<file path="src/rtl/busdmx_pkg.sv">
package busdmx_pkg;
    typedef enum logic [2:0] {
        ST_IDLE,
        ST_ADDR,
        ST_HOLD,
        ST_MEM_RD,
        ST_MEM_WR,
        ST_IO_RD,
        ST_IO_WR,
        ST_FAULT
    } bus_state_t;
endpackage

</file>
<file path="src/rtl/busdmx_lo_latch.sv">
module busdmx_lo_latch #(
    parameter int W = 8
) (
    input  logic         clk,
    input  logic         rst_n,
    input  logic         ale,
    input  logic [W-1:0] ad_in,
    output logic [W-1:0] lo_q
);
    always_ff @(posedge clk or negedge rst_n) begin
        if (!rst_n) begin
            lo_q <= '0;
        end else if (ale) begin
            lo_q <= ad_in;
        end
    end
endmodule

</file>
<file path="src/rtl/busdmx_fsm.sv">
module busdmx_fsm
    import busdmx_pkg::*;
(
    input  logic clk,
    input  logic rst_n,
    input  logic ale,
    input  logic io_m,
    input  logic rd_n,
    input  logic wr_n,
    output logic mem_rd,
    output logic mem_wr,
    output logic io_rd,
    output logic io_wr,
    output logic fault,
    output logic mem_cycle
);
    bus_state_t state, state_nx;

    // State register.
    always_ff @(posedge clk or negedge rst_n) begin
        if (!rst_n) begin
            state <= ST_IDLE;
        end else begin
            state <= state_nx;
        end
    end

    // Transitions, in priority order: address phase, conflict, read, write, idle/hold.
    always_comb begin
        if (ale) begin
            state_nx = ST_ADDR;
        end else if (!rd_n && !wr_n) begin
            state_nx = ST_FAULT;
        end else if (!rd_n) begin
            state_nx = io_m ? ST_IO_RD : ST_MEM_RD;
        end else if (!wr_n) begin
            state_nx = io_m ? ST_IO_WR : ST_MEM_WR;
        end else if (state == ST_IDLE) begin
            state_nx = ST_IDLE;
        end else begin
            state_nx = ST_HOLD;
        end
    end

    // Moore outputs.
    always_comb begin
        mem_rd = 1'b0;
        mem_wr = 1'b0;
        io_rd  = 1'b0;
        io_wr  = 1'b0;
        fault  = 1'b0;
        unique case (state)
            ST_IDLE, ST_ADDR, ST_HOLD: ;
            ST_MEM_RD: mem_rd = 1'b1;
            ST_MEM_WR: mem_wr = 1'b1;
            ST_IO_RD:  io_rd  = 1'b1;
            ST_IO_WR:  io_wr  = 1'b1;
            ST_FAULT:  fault  = 1'b1;
            default: ;
        endcase
        mem_cycle = mem_rd | mem_wr;
    end
endmodule

</file>
<file path="src/rtl/busdmx_cs_dec.sv">
module busdmx_cs_dec #(
    parameter int HI_W  = 8,
    parameter int SEL_W = 4
) (
    input  logic [HI_W-1:0]  a_hi,
    input  logic [SEL_W-1:0] base,
    input  logic             mem_cycle,
    output logic             cs_n
);
    logic hit;

    generate
        if (SEL_W == 0) begin : g_nosel
            assign hit = 1'b1;
        end else begin : g_sel
            assign hit = (a_hi[HI_W-1 -: SEL_W] == base);
        end
    endgenerate

    assign cs_n = ~(mem_cycle & hit);
endmodule

</file>
<file path="src/rtl/bus_demux_strobe.sv">
module bus_demux_strobe #(
    parameter int ADDR_W = 16,
    parameter int DATA_W = 8,
    parameter int SEL_W  = 4,
    localparam int HI_W  = ADDR_W - DATA_W
) (
    input  logic              clk,
    input  logic              rst_n,
    input  logic              ale,
    input  logic [DATA_W-1:0] ad_in,
    input  logic [HI_W-1:0]   a_hi,
    input  logic              io_m,
    input  logic              rd_n,
    input  logic              wr_n,
    input  logic [DATA_W-1:0] rd_data,
    input  logic [SEL_W-1:0]  cs_base,
    output logic [ADDR_W-1:0] addr,
    output logic [DATA_W-1:0] port_addr,
    output logic              mem_rd_en,
    output logic              mem_wr_en,
    output logic              io_rd_en,
    output logic              io_wr_en,
    output logic              bus_err,
    output logic              ad_oe,
    output logic [DATA_W-1:0] ad_out,
    output logic              cs_n
);
    logic [DATA_W-1:0] lo_q;
    logic              mem_cycle;

    busdmx_lo_latch #(.W(DATA_W)) u_lo (
        .clk   (clk),
        .rst_n (rst_n),
        .ale   (ale),
        .ad_in (ad_in),
        .lo_q  (lo_q)
    );

    busdmx_fsm u_fsm (
        .clk       (clk),
        .rst_n     (rst_n),
        .ale       (ale),
        .io_m      (io_m),
        .rd_n      (rd_n),
        .wr_n      (wr_n),
        .mem_rd    (mem_rd_en),
        .mem_wr    (mem_wr_en),
        .io_rd     (io_rd_en),
        .io_wr     (io_wr_en),
        .fault     (bus_err),
        .mem_cycle (mem_cycle)
    );

    busdmx_cs_dec #(.HI_W(HI_W), .SEL_W(SEL_W)) u_cs (
        .a_hi      (a_hi),
        .base      (cs_base),
        .mem_cycle (mem_cycle),
        .cs_n      (cs_n)
    );

    assign addr      = {a_hi, lo_q};
    assign port_addr = lo_q;
    assign ad_oe     = mem_rd_en | io_rd_en;
    assign ad_out    = ad_oe ? rd_data : '0;
endmodule

</file>
<file path="config.mk">
export PLATFORM = sky130hd
export DESIGN_NAME = bus_demux_strobe
export DESIGN_NICKNAME = d
export VERILOG_FILES = /design/src/rtl/busdmx_pkg.sv /design/src/rtl/busdmx_lo_latch.sv /design/src/rtl/busdmx_fsm.sv /design/src/rtl/busdmx_cs_dec.sv /design/src/rtl/bus_demux_strobe.sv
export SDC_FILE = /design/constraint.sdc
export NUM_CORES = 1
export LEC_CHECK = 0
export ABC_CLOCK_PERIOD_IN_PS = 1000
export BUFFER_PORTS_ARGS = -buffer_cell sky130_fd_sc_hd__buf_2
export CAP_MARGIN = 20
export CORE_MARGIN = 5
export CORE_UTILIZATION = 34
export DETAILED_ROUTE_END_ITERATION = 8
export PLACE_DENSITY = 0.85
export SLEW_MARGIN = 25
export SYNTH_ARGS = -nofsm -noshare
export SYNTH_HDL_FRONTEND = slang
export SYNTH_SLANG_ARGS = --single-unit
</file>
<file path="constraint.sdc">
create_clock -name clk -period 1 [get_ports clk]
set_input_delay 0.1 -clock clk [delete_from_list [all_inputs] [get_ports clk]]
set_output_delay 0.1 -clock clk [all_outputs]
set_load 0.03 [all_outputs]
</file>
==> flow_summary.json <==
{
  "hpwlAfterDp_um": 1550,
  "syn_inst": 65,
  "power.share.switching_pct": 38.3,
  "grt_max_degree": 12,
  "via_per_inst": 4.67,
  "routed-via-count": 705,
  "power_frac_clock_pct": 19.7,
  "setup_ws_ns": -0.469,
  "synth_area_per_cell_um2": 10.8,
  "syn_area_um2": 699,
  "hold_viol_final": 0,
  "met3_usage_pct": 5.59,
  "firstDrtPassIters": 2,
  "required_ns": 0.90,
  "clk_pin_slew_ns": 0.07,
  "power.density_nw_per_um2": 1250,
  "ctsLongestPathBuffers": 2,
  "crit_path_max_incr_delay_ns": 0.49,
  "comb_power_share_pct": 45.3,
  "cap_violations": 0,
  "wl_per_cell_um": 14.9,
  "path_max_fanout": 7,
  "violations": "setup timing",
  "outcome": "finished with violations",
  "peakVddDrop_uv": 918,
  "gp_congestion": 0.776,
  "globalRoute.busiestLayer": "met2",
  "initial_core_util_pct": 35.7,
  "synthToLayoutAreaGrowth_pct": 74.4,
  "drt_iter0_drc": 11,
  "grt_pass1_wl_um": 3470,
  "final_cells": 151,
  "post-place-cells": 141,
  "overflow": 0,
  "nets": 159,
  "arrival_ns": 1.37,
  "port_buffers": 64,
  "grt_pass1_vias": 762,
  "grt_use_total_pct": 13.8,
  "ys_ff_latch": 11,
  "clk_latency_ns": 0.26,
  "yosysSeqAreaShare_pct": 39.4,
  "core_um2": 1960,
  "syn_nets": 99,
  "fin_skew_ns": 0.00730,
  "final_area_um2": 1220,
  "ys_types": 19,
  "multi_input_area_um2": 389,
  "drc": 0,
  "crit_path_top_delay_cell": "dfrtp_2",
  "layout_min_cycle_time_ns": 1.47,
  "internal_power_mw": 0.939,
  "wl_um": 2240,
  "cts_tree": "yes",
  "drive_gt1_share_pct": 83.1,
  "clock_sinks": 11,
  "fill_cells": 167,
  "row_count": 16,
  "tns_ns": -6.41,
  "antenna_found_initial": 0,
  "fmax_mhz": 681,
  "die_h_um": 55.4,
  "die_x_um": 55.4,
  "die_area_um2": 3060,
  "ys_warn_count": 0,
  "fin_crit_sh_pct": 147,
  "crit_chain": "xor2_2 > and3_4 > buf_6",
  "htree_levels": 1,
  "rsz0062_at_grt": "true",
  "cts_inserted_buffers": 3,
  "seqPwrFrac_pct": 35.0,
  "final_antenna_net_count": 0,
  "use_met2_pct": 21.6,
  "worst_slew_pin_slew_ns": 0.380,
  "place_area_um2": 998,
  "holdCritPathClass": "primary input to flop",
  "critical_path_class": "flop to primary output",
  "ff_latch_area_um2": 279,
  "end_kind": "primary output",
  "final_max_slew_viol_count": 0,
  "antenna_cells": 0,
  "root_buffer": "clkbuf_4",
  "setup_viol": 16,
  "cp-start-kind": "flop",
  "power.switching_mw": 0.584,
  "cellLeakagePower_nw": 0.615,
  "slew_headroom_pct": 74.4,
  "io_pins": 73,
  "met1_usage_pct": 16.9
}
-- per-layer routing --
| metal | vias up | routed length, µm |
|---|---|---|
| li1 | 324 | - |
| met1 | 324 | 912 |
| met2 | 55 | 1040 |
| met3 | 2 | 288 |
| met4 | 0 | 5 |
| met5 | - | 0 |
-- sequential cells by signal, summed over array words and instances (netlist names) --
signal / flops
u_fsm.state: 3
u_lo.lo_q: 8
-- Yosys cell counts --
cell type  count  area (µm²)
buf_2          1        5.00
nor3b_1        1        7.51
xor2_1         4        35.0
clkbuf_1       1        3.75
o21ai_0        1        5.00
o311ai_0       1        8.76
and3_1         8        50.1
xor2_2         1        16.3
nand2_1        1        3.75
dfrtp_1       11         275
a21oi_1        2        10.0
nor2_1         1        3.75
and3_2         1        7.51
and2_2         1        7.51
mux2_2         9         101
nor4_1         1        6.26
nand2b_1       2        12.5
buf_4         16         120
and3b_2        2        20.0
-- per-stage QoR --
step	util [%]	hold slack, ns	power, mW	worst slack (ns)
after floorplan	-	-0.196	0.989	-0.126
after global placement	50.9	-0.0234	1.10	-0.236
after detailed placement	50.9	-0.0143	1.11	-0.285
after CTS	60.5	0.00871	1.52	-0.455
after global routing	62.2	0.0131	1.61	-0.515
final	62.2	0.0181	1.52	-0.469
-- cell type report --
| cell class | count | area share, % |
|---|---|---|
| Clock buffer | 4 | 2.15 |
| Multi-Input combinational cell | 37 | 31.9 |
| Sequential cell | 11 | 22.9 |
| Tap cell | 27 | 2.77 |
| Timing Repair Buffer | 72 | 40.3 |
-- cell families (layout without fill, tap and decap cells) --
family | count (synthesis) | in the layout | share of synthesized area (%)
buffers and inverters | 18 | 76 | 18.4
flip-flops | 11 | 11 | 39.4
multiplexers | 9 | 9 | 14.5
AO/OA/AOI/OAI | 4 | 4 | 3.40
AND/OR/NAND/NOR | 18 | 18 | 17.0
XOR/XNOR | 5 | 6 | 7.33
-- layout by cell type (no fill, tap or decap), types with 2 or more instances in the layout --
| master | instances |
|---|---|
| buf_2 | 49 |
| buf_6 | 19 |
| mux2_2 | 9 |
| and3_4 | 8 |
| dfrtp_1 | 8 |
| xor2_1 | 4 |
| clkbuf_4 | 3 |
| buf_4 | 3 |
| dfrtp_2 | 3 |
| a21oi_1 | 2 |
| nand2b_1 | 2 |
| and3b_2 | 2 |
-- critical path: cells and delay by family, from the launching register on --
kind | cells | cell delay (ns)
buffers and inverters | 1 | 0.13
xor gates and xnor gates | 1 | 0.27
DFF | 1 | 0.49
and+or+nand+nor | 1 | 0.22
-- final timing paths --
kind                                       end      startpoint  slack (ns)  cells past startpoint
worst max-delay path                 ad_out[1]  u_fsm.state[1]       -0.47                      3
worst min-delay path            u_fsm.state[2]            wr_n        0.02                      2
worst max register to register  u_fsm.state[1]  u_fsm.state[1]       -0.15                      2
worst min register to register    u_lo.lo_q[4]    u_lo.lo_q[4]        0.53                      1
max in group asynchronous       u_fsm.state[1]           rst_n        0.54                      2
min in group asynchronous         u_lo.lo_q[0]           rst_n        0.23                      2
-- power by group through the flow --
| stage | logic (mW) | registers, mW | clock network, mW |
|---|---|---|---|
| after floorplan | 0.394 | 0.596 | 0 |
| after global placement | 0.569 | 0.527 | 0 |
| after detailed placement | 0.580 | 0.531 | 0 |
| after CTS | 0.669 | 0.533 | 0.315 |
| after global routing | 0.725 | 0.542 | 0.342 |
| final | 0.689 | 0.534 | 0.300 |
-- what timing repair did --
action,4_1_cts,5_1_grt
hold buffers,1,0
cloned,2,0
setup buffers,1,2
endpoints found under the setup margin,16,16
endpoints found under the hold margin,11,0
pin swaps,3,4
gates resized for setup,38,5
Note: power is estimated with default switching activity, not from simulation.
